--- config.mk ---
export PLATFORM = sky130hd
export DESIGN_NAME = fwd_unit
export DESIGN_NICKNAME = d
export VERILOG_FILES = /design/src/rtl/fwd_pkg.sv /design/src/rtl/fwd_match_cmp.sv /design/src/rtl/fwd_prio_sel.sv /design/src/rtl/fwd_unit.sv
export SDC_FILE = /design/constraint.sdc
export NUM_CORES = 1
export LEC_CHECK = 0
export BUFFER_PORTS_ARGS = -buffer_cell sky130_fd_sc_hd__buf_4
export CAP_MARGIN = 20
export CORE_ASPECT_RATIO = 1.25
export CORE_MARGIN = 2
export CORE_UTILIZATION = 41
export DETAILED_ROUTE_END_ITERATION = 8
export GPL_TIMING_DRIVEN = 0
export PLACE_DENSITY_LB_ADDON = 0.12
export RECOVER_POWER = 25
export SYNTH_ARGS = -nofsm -noshare
export SYNTH_HDL_FRONTEND = slang
export SYNTH_HIERARCHICAL = 1
export SYNTH_SLANG_ARGS = --single-unit
--- constraint.sdc ---
create_clock -name vclk -period 3.2
set_clock_uncertainty 0.05 [all_clocks]
set_input_delay 0.48 -clock vclk [all_inputs]
set_output_delay 0.48 -clock vclk [all_outputs]
set_load 0.05 [all_outputs]
--- src/rtl/fwd_pkg.sv ---
package fwd_pkg;

  // Operand source select encoding
  typedef enum logic [1:0] {
    SEL_RF   = 2'b00,  // register file value
    SEL_WB   = 2'b01,  // memory/writeback stage value
    SEL_MEM  = 2'b10   // execute/memory stage value (younger)
  } fwd_sel_e;

endpackage

--- src/rtl/fwd_match_cmp.sv ---
module fwd_match_cmp #(
  parameter int REG_AW = 5
) (
  input  logic              wr_en,
  input  logic [REG_AW-1:0] dst,
  input  logic [REG_AW-1:0] src,
  output logic              hit
);

  logic dst_nonzero;
  logic same_reg;

  always_comb begin
    dst_nonzero = |dst;
    same_reg    = (dst == src);
    hit         = wr_en & dst_nonzero & same_reg;
  end

endmodule

--- src/rtl/fwd_prio_sel.sv ---
module fwd_prio_sel
  import fwd_pkg::*;
(
  input  logic     young_hit,
  input  logic     old_hit,
  output fwd_sel_e sel
);

  always_comb begin
    if (young_hit)    sel = SEL_MEM;
    else if (old_hit) sel = SEL_WB;
    else              sel = SEL_RF;
  end

endmodule

--- src/rtl/fwd_unit.sv ---
module fwd_unit
  import fwd_pkg::*;
#(
  parameter int REG_AW = 5
) (
  input  logic [REG_AW-1:0] ex_src_a,
  input  logic [REG_AW-1:0] ex_src_b,
  input  logic [REG_AW-1:0] id_src_a,
  input  logic [REG_AW-1:0] id_src_b,
  input  logic              em_wr,
  input  logic [REG_AW-1:0] em_dst,
  input  logic              mw_wr,
  input  logic [REG_AW-1:0] mw_dst,
  output logic [1:0]        ex_sel_a,
  output logic [1:0]        ex_sel_b,
  output logic [1:0]        id_sel_a,
  output logic [1:0]        id_sel_b
);

  localparam int NUM_SRC = 4;

  logic [REG_AW-1:0] src_vec   [NUM_SRC];
  logic              young_hit [NUM_SRC];
  logic              old_hit   [NUM_SRC];
  fwd_sel_e          sel_vec   [NUM_SRC];

  always_comb begin
    src_vec[0] = ex_src_a;
    src_vec[1] = ex_src_b;
    src_vec[2] = id_src_a;
    src_vec[3] = id_src_b;
  end

  for (genvar g = 0; g < NUM_SRC; g++) begin : g_src
    fwd_match_cmp #(.REG_AW(REG_AW)) u_young (
      .wr_en (em_wr),
      .dst   (em_dst),
      .src   (src_vec[g]),
      .hit   (young_hit[g])
    );

    fwd_match_cmp #(.REG_AW(REG_AW)) u_old (
      .wr_en (mw_wr),
      .dst   (mw_dst),
      .src   (src_vec[g]),
      .hit   (old_hit[g])
    );

    fwd_prio_sel u_prio (
      .young_hit (young_hit[g]),
      .old_hit   (old_hit[g]),
      .sel       (sel_vec[g])
    );
  end

  always_comb begin
    ex_sel_a = sel_vec[0];
    ex_sel_b = sel_vec[1];
    id_sel_a = sel_vec[2];
    id_sel_b = sel_vec[3];
  end

endmodule

* Yosys cells after proc, flatten, opt, wreduce, memory -nomap -nowiden *
Cells that the tools add are included.

storage, ports and cells
  bits in registers = 0
  latch bits = 0
  memory bits (writable) = 0
  memory bits (read-only) = 0
  input bits = 32
  output and inout port bits = 8
  logic and storage cells = 28
  memories kept = 0

operators by class
  $add $sub $neg = 0
  $mul = 0
  div/mod/pow operators = 0
  magnitude comparators = 0
  equality and inequality tests = 8
  shift-type cells = 0
  muxes and demuxes = 8
  bitwise logic cells = 10
  reduce and logical (&&, ||, !) cells = 2

operator list
  operator         number
  $eq 5x5->1       8
  $and 1x1->1      10
  $reduce_or 5->1  2
  $mux 2           4
  $mux 1           4

* Longest topological paths before layout *
  depth after elaboration = 5
  gate-level depth with buffers = 4
  depth with buffers taken out = 4

* Hierarchy *
Netlist, hierarchy kept.

by module, submodules not included
  module         times used  cells an instance  area an instance (um^2)  seq. area each (um^2)
  fwd_match_cmp  8           10                 76.3                     0.0
  fwd_prio_sel   4           2                  21.3                     0.0

* Worst setup path after synthesis *
OpenSTA, ideal clock, no wires.

  path type = in2out
  start point = input port em_dst[0]
  end point = output port ex_sel_a[0]
  data arrival time = 1,301 ps
  setup slack = 1,369 ps
  cell stages on the path = 4
  path through = nor4_2 -> o21ai_1 -> and4_1 -> nor2b_4

RTL lines
  item             RTL line        RTL
  start, declared  fwd_unit.sv:11  input logic [REG_AW-1:0] em_dst,
  end, declared    fwd_unit.sv:14  output logic [1:0] ex_sel_a,

==> metrics.md <==
| Metric | Value |
|---|---|
| Drt total wl | between 1.5 and 2 mm |
| Worst Hold Path EP | ex_sel_b[0] |
| Setup bufs post-CTS | 0 |
| Worst Setup End Kind | primary output |
| Vias | ~770 |
| Die Wd | a little over 40 um |
| IO Pins | 40 |
| Number of global-route vias before repair | 668 |
| Final setup TNS | 0 ns |
| Critical path class | in2out |
| Post-DP HPWL | 1.48 mm |
| Port Buffers | 40 |
| Max Cap Violations | 0 |
| Hold Crit Class | in2out |
| Antenna cells | 0 |
| Tot GR Track Use | roughly a fifth |
| Outcome | finished, final reports clean |
| Hold path start | mw_wr |
| Minimum clock period | 2.31 ns |
| Hold path depth | 4 |
| Initial DRC Count | 7 |
| FF+latch count | 0 |
| Critical path peak fanout | 8 |
| Commonest non-fill, non-tap cell in the layout | buf_4 |
| Commonest non-fill, non-tap cells in the layout | buf_4 (42), xor2_1 (24) |
| Max-slew violation total from the final report | 0 |
| Worst EP required | between 2 and 3 ns |
| Peak VDD IR | slightly above 0.00007 V |
| Congestion Overflow GR | 0 |
| Hold Fails Final Rpt | 0 |
| FF/Latch Area | 0 um^2 |
| P_int | 0.0585 mW |
| PwrDens | between 100 and 150 nW/um^2 |
| Drt pass-1 iters | 4 |
| Clock power share | 0% |
| CTS Hold Buffers Added | 0 |
| Die H | 50.1 um |
| Number of synthesis warnings | 6 |
| Worst slew margin | ~60% |
| Leakage | roughly 0.43 nW |
| Net Switching | ~0.059 mW |
| Flop pwr share | 0% |
| Via density | about 5.2 |
| Syn Nets | between 100 and 150 |
| Total die area | 2040 um^2 |
| Filler Cells Inserted | around 160 |
| Crit path DAT | 1.78 ns |
| Largest net degree at the start of global routing | 9 |
| Layout clock buffer count | 0 |
| Routability cong. | between 0.8 and 0.9 |
| RSZ-0062 raised after global routing | no |
| First-pass GRT wire length | 2.88 mm |
| Area grow syn2layout | 45.3% |
| Row count | 16 |
| Initial antenna violation count | 0 |
| Post_cts resized | 0 |
| Final Setup Violations | 0 |
| WHS | 1.47 ns |
| Synth cell types | 10 |
| Post-DP Area | ~1000 um^2 |
| Gate Count Post-Synth | 88 |
| Switching share of total power | between 50 and 60% |
| # nets final | between 150 and 200 |
| Antenna-violating nets left | 0 |
| Sequential area share after synthesis | 0% |
| Core ar. | 1580 um^2 |
| Netlist Area Pre-Place | between 600 and 700 um^2 |
| Drt wl/cell | around 13 um |
| Actual slew at the worst max-slew pin | around 0.6 ns |
| Crit start category | input pin |
| F_max | between 0.4 and 0.5 GHz |
| # DRC | 0 |
| Mean Syn Cell Area | about 7.9 um^2 |
| Share of cells above drive strength 1 | between 40% and 50% |
| Combinational power share | between 90% and 100% |
| Part of the cycle the worst path needs | just over 70% |
| Starting density of the core | a little over two fifths |
| Design area | about 1000 um^2 |
==> synth_stat cells (all sizes together) <==
cell type / n / share of area (%)
nor2b: 4 / 7.9
nor4: 8 / 14
xor2: 24 / 30
buf: 4 / 4.3
or2: 8 / 7.2
xnor2: 8 / 10
nand2: 8 / 4.3
nor3: 8 / 5.8
o21ai: 8 / 5.8
and4: 8 / 10
==> final cells by class <==
| class | count | area [um^2] | share of cell area (%) |
|---|---|---|---|
| multi-input cells | 84 | 666 | 65.8 |
| well taps | 18 | 22.5 | 2.23 |
| repair buffers | 40 | 293 | 29.0 |
| plain buffers | 4 | 30.0 | 2.97 |
==> through the flow <==
stage	power, mW	setup slack [ns]	std cells	utilization (%)
after floorplan	0.0515	1.37	88	-
after global placement	0.116	1.09	146	64.4
after detailed placement	0.118	1.07	146	64.4
after CTS	0.119	1.07	146	64.4
after global routing	0.128	0.784	146	63.9
final	0.117	0.894	146	63.9
==> layer usage <==
layer / vias up / GRT usage [%] / wire [um]
li1: 389 / - / -
met3: 0 / 0 / 104
met5: - / 0 / 0
met2: 25 / 35.7 / 966
met4: 0 / 0 / 0
met1: 351 / 25.0 / 787
==> power groups by stage <==
stage	clock network (mW)	registers, mW	logic, mW
5_1_grt	0	0	0.128
3_5_place_dp	0	0	0.118
2_1_floorplan	0	0	0.0515
4_1_cts	0	0	0.119
6_report	0	0	0.117
3_3_place_gp	0	0	0.116
==> kinds of logic after synthesis <==
| family | count (synthesis) | synth area share [%] |
|---|---|---|
| compound gates | 8 | 5.76 |
| xor+xnor | 32 | 40.3 |
| buf+inv | 4 | 4.32 |
| simple gates | 44 | 49.6 |
==> critical path, cell delays in order <==
cell and delay, ns:
buf_4 0.16, nor4_2 0.26, o21ai_1 0.09, and4_1 0.21, nor2b_4 0.10, clkbuf_1 0.46
==> how the worst max path moves through the flow <==
stage	start	slack (ns)	endpoint
after floorplan	em_dst[0]	1.37	ex_sel_a[0]
after global placement	em_dst[3]	1.09	id_sel_b[1]
after detailed placement	em_dst[3]	1.07	id_sel_a[1]
after CTS	em_dst[3]	1.07	id_sel_a[1]
after global routing	em_dst[0]	0.78	id_sel_b[0]
final	em_dst[0]	0.89	ex_sel_a[0]
(Power assumes the default switching activity.)
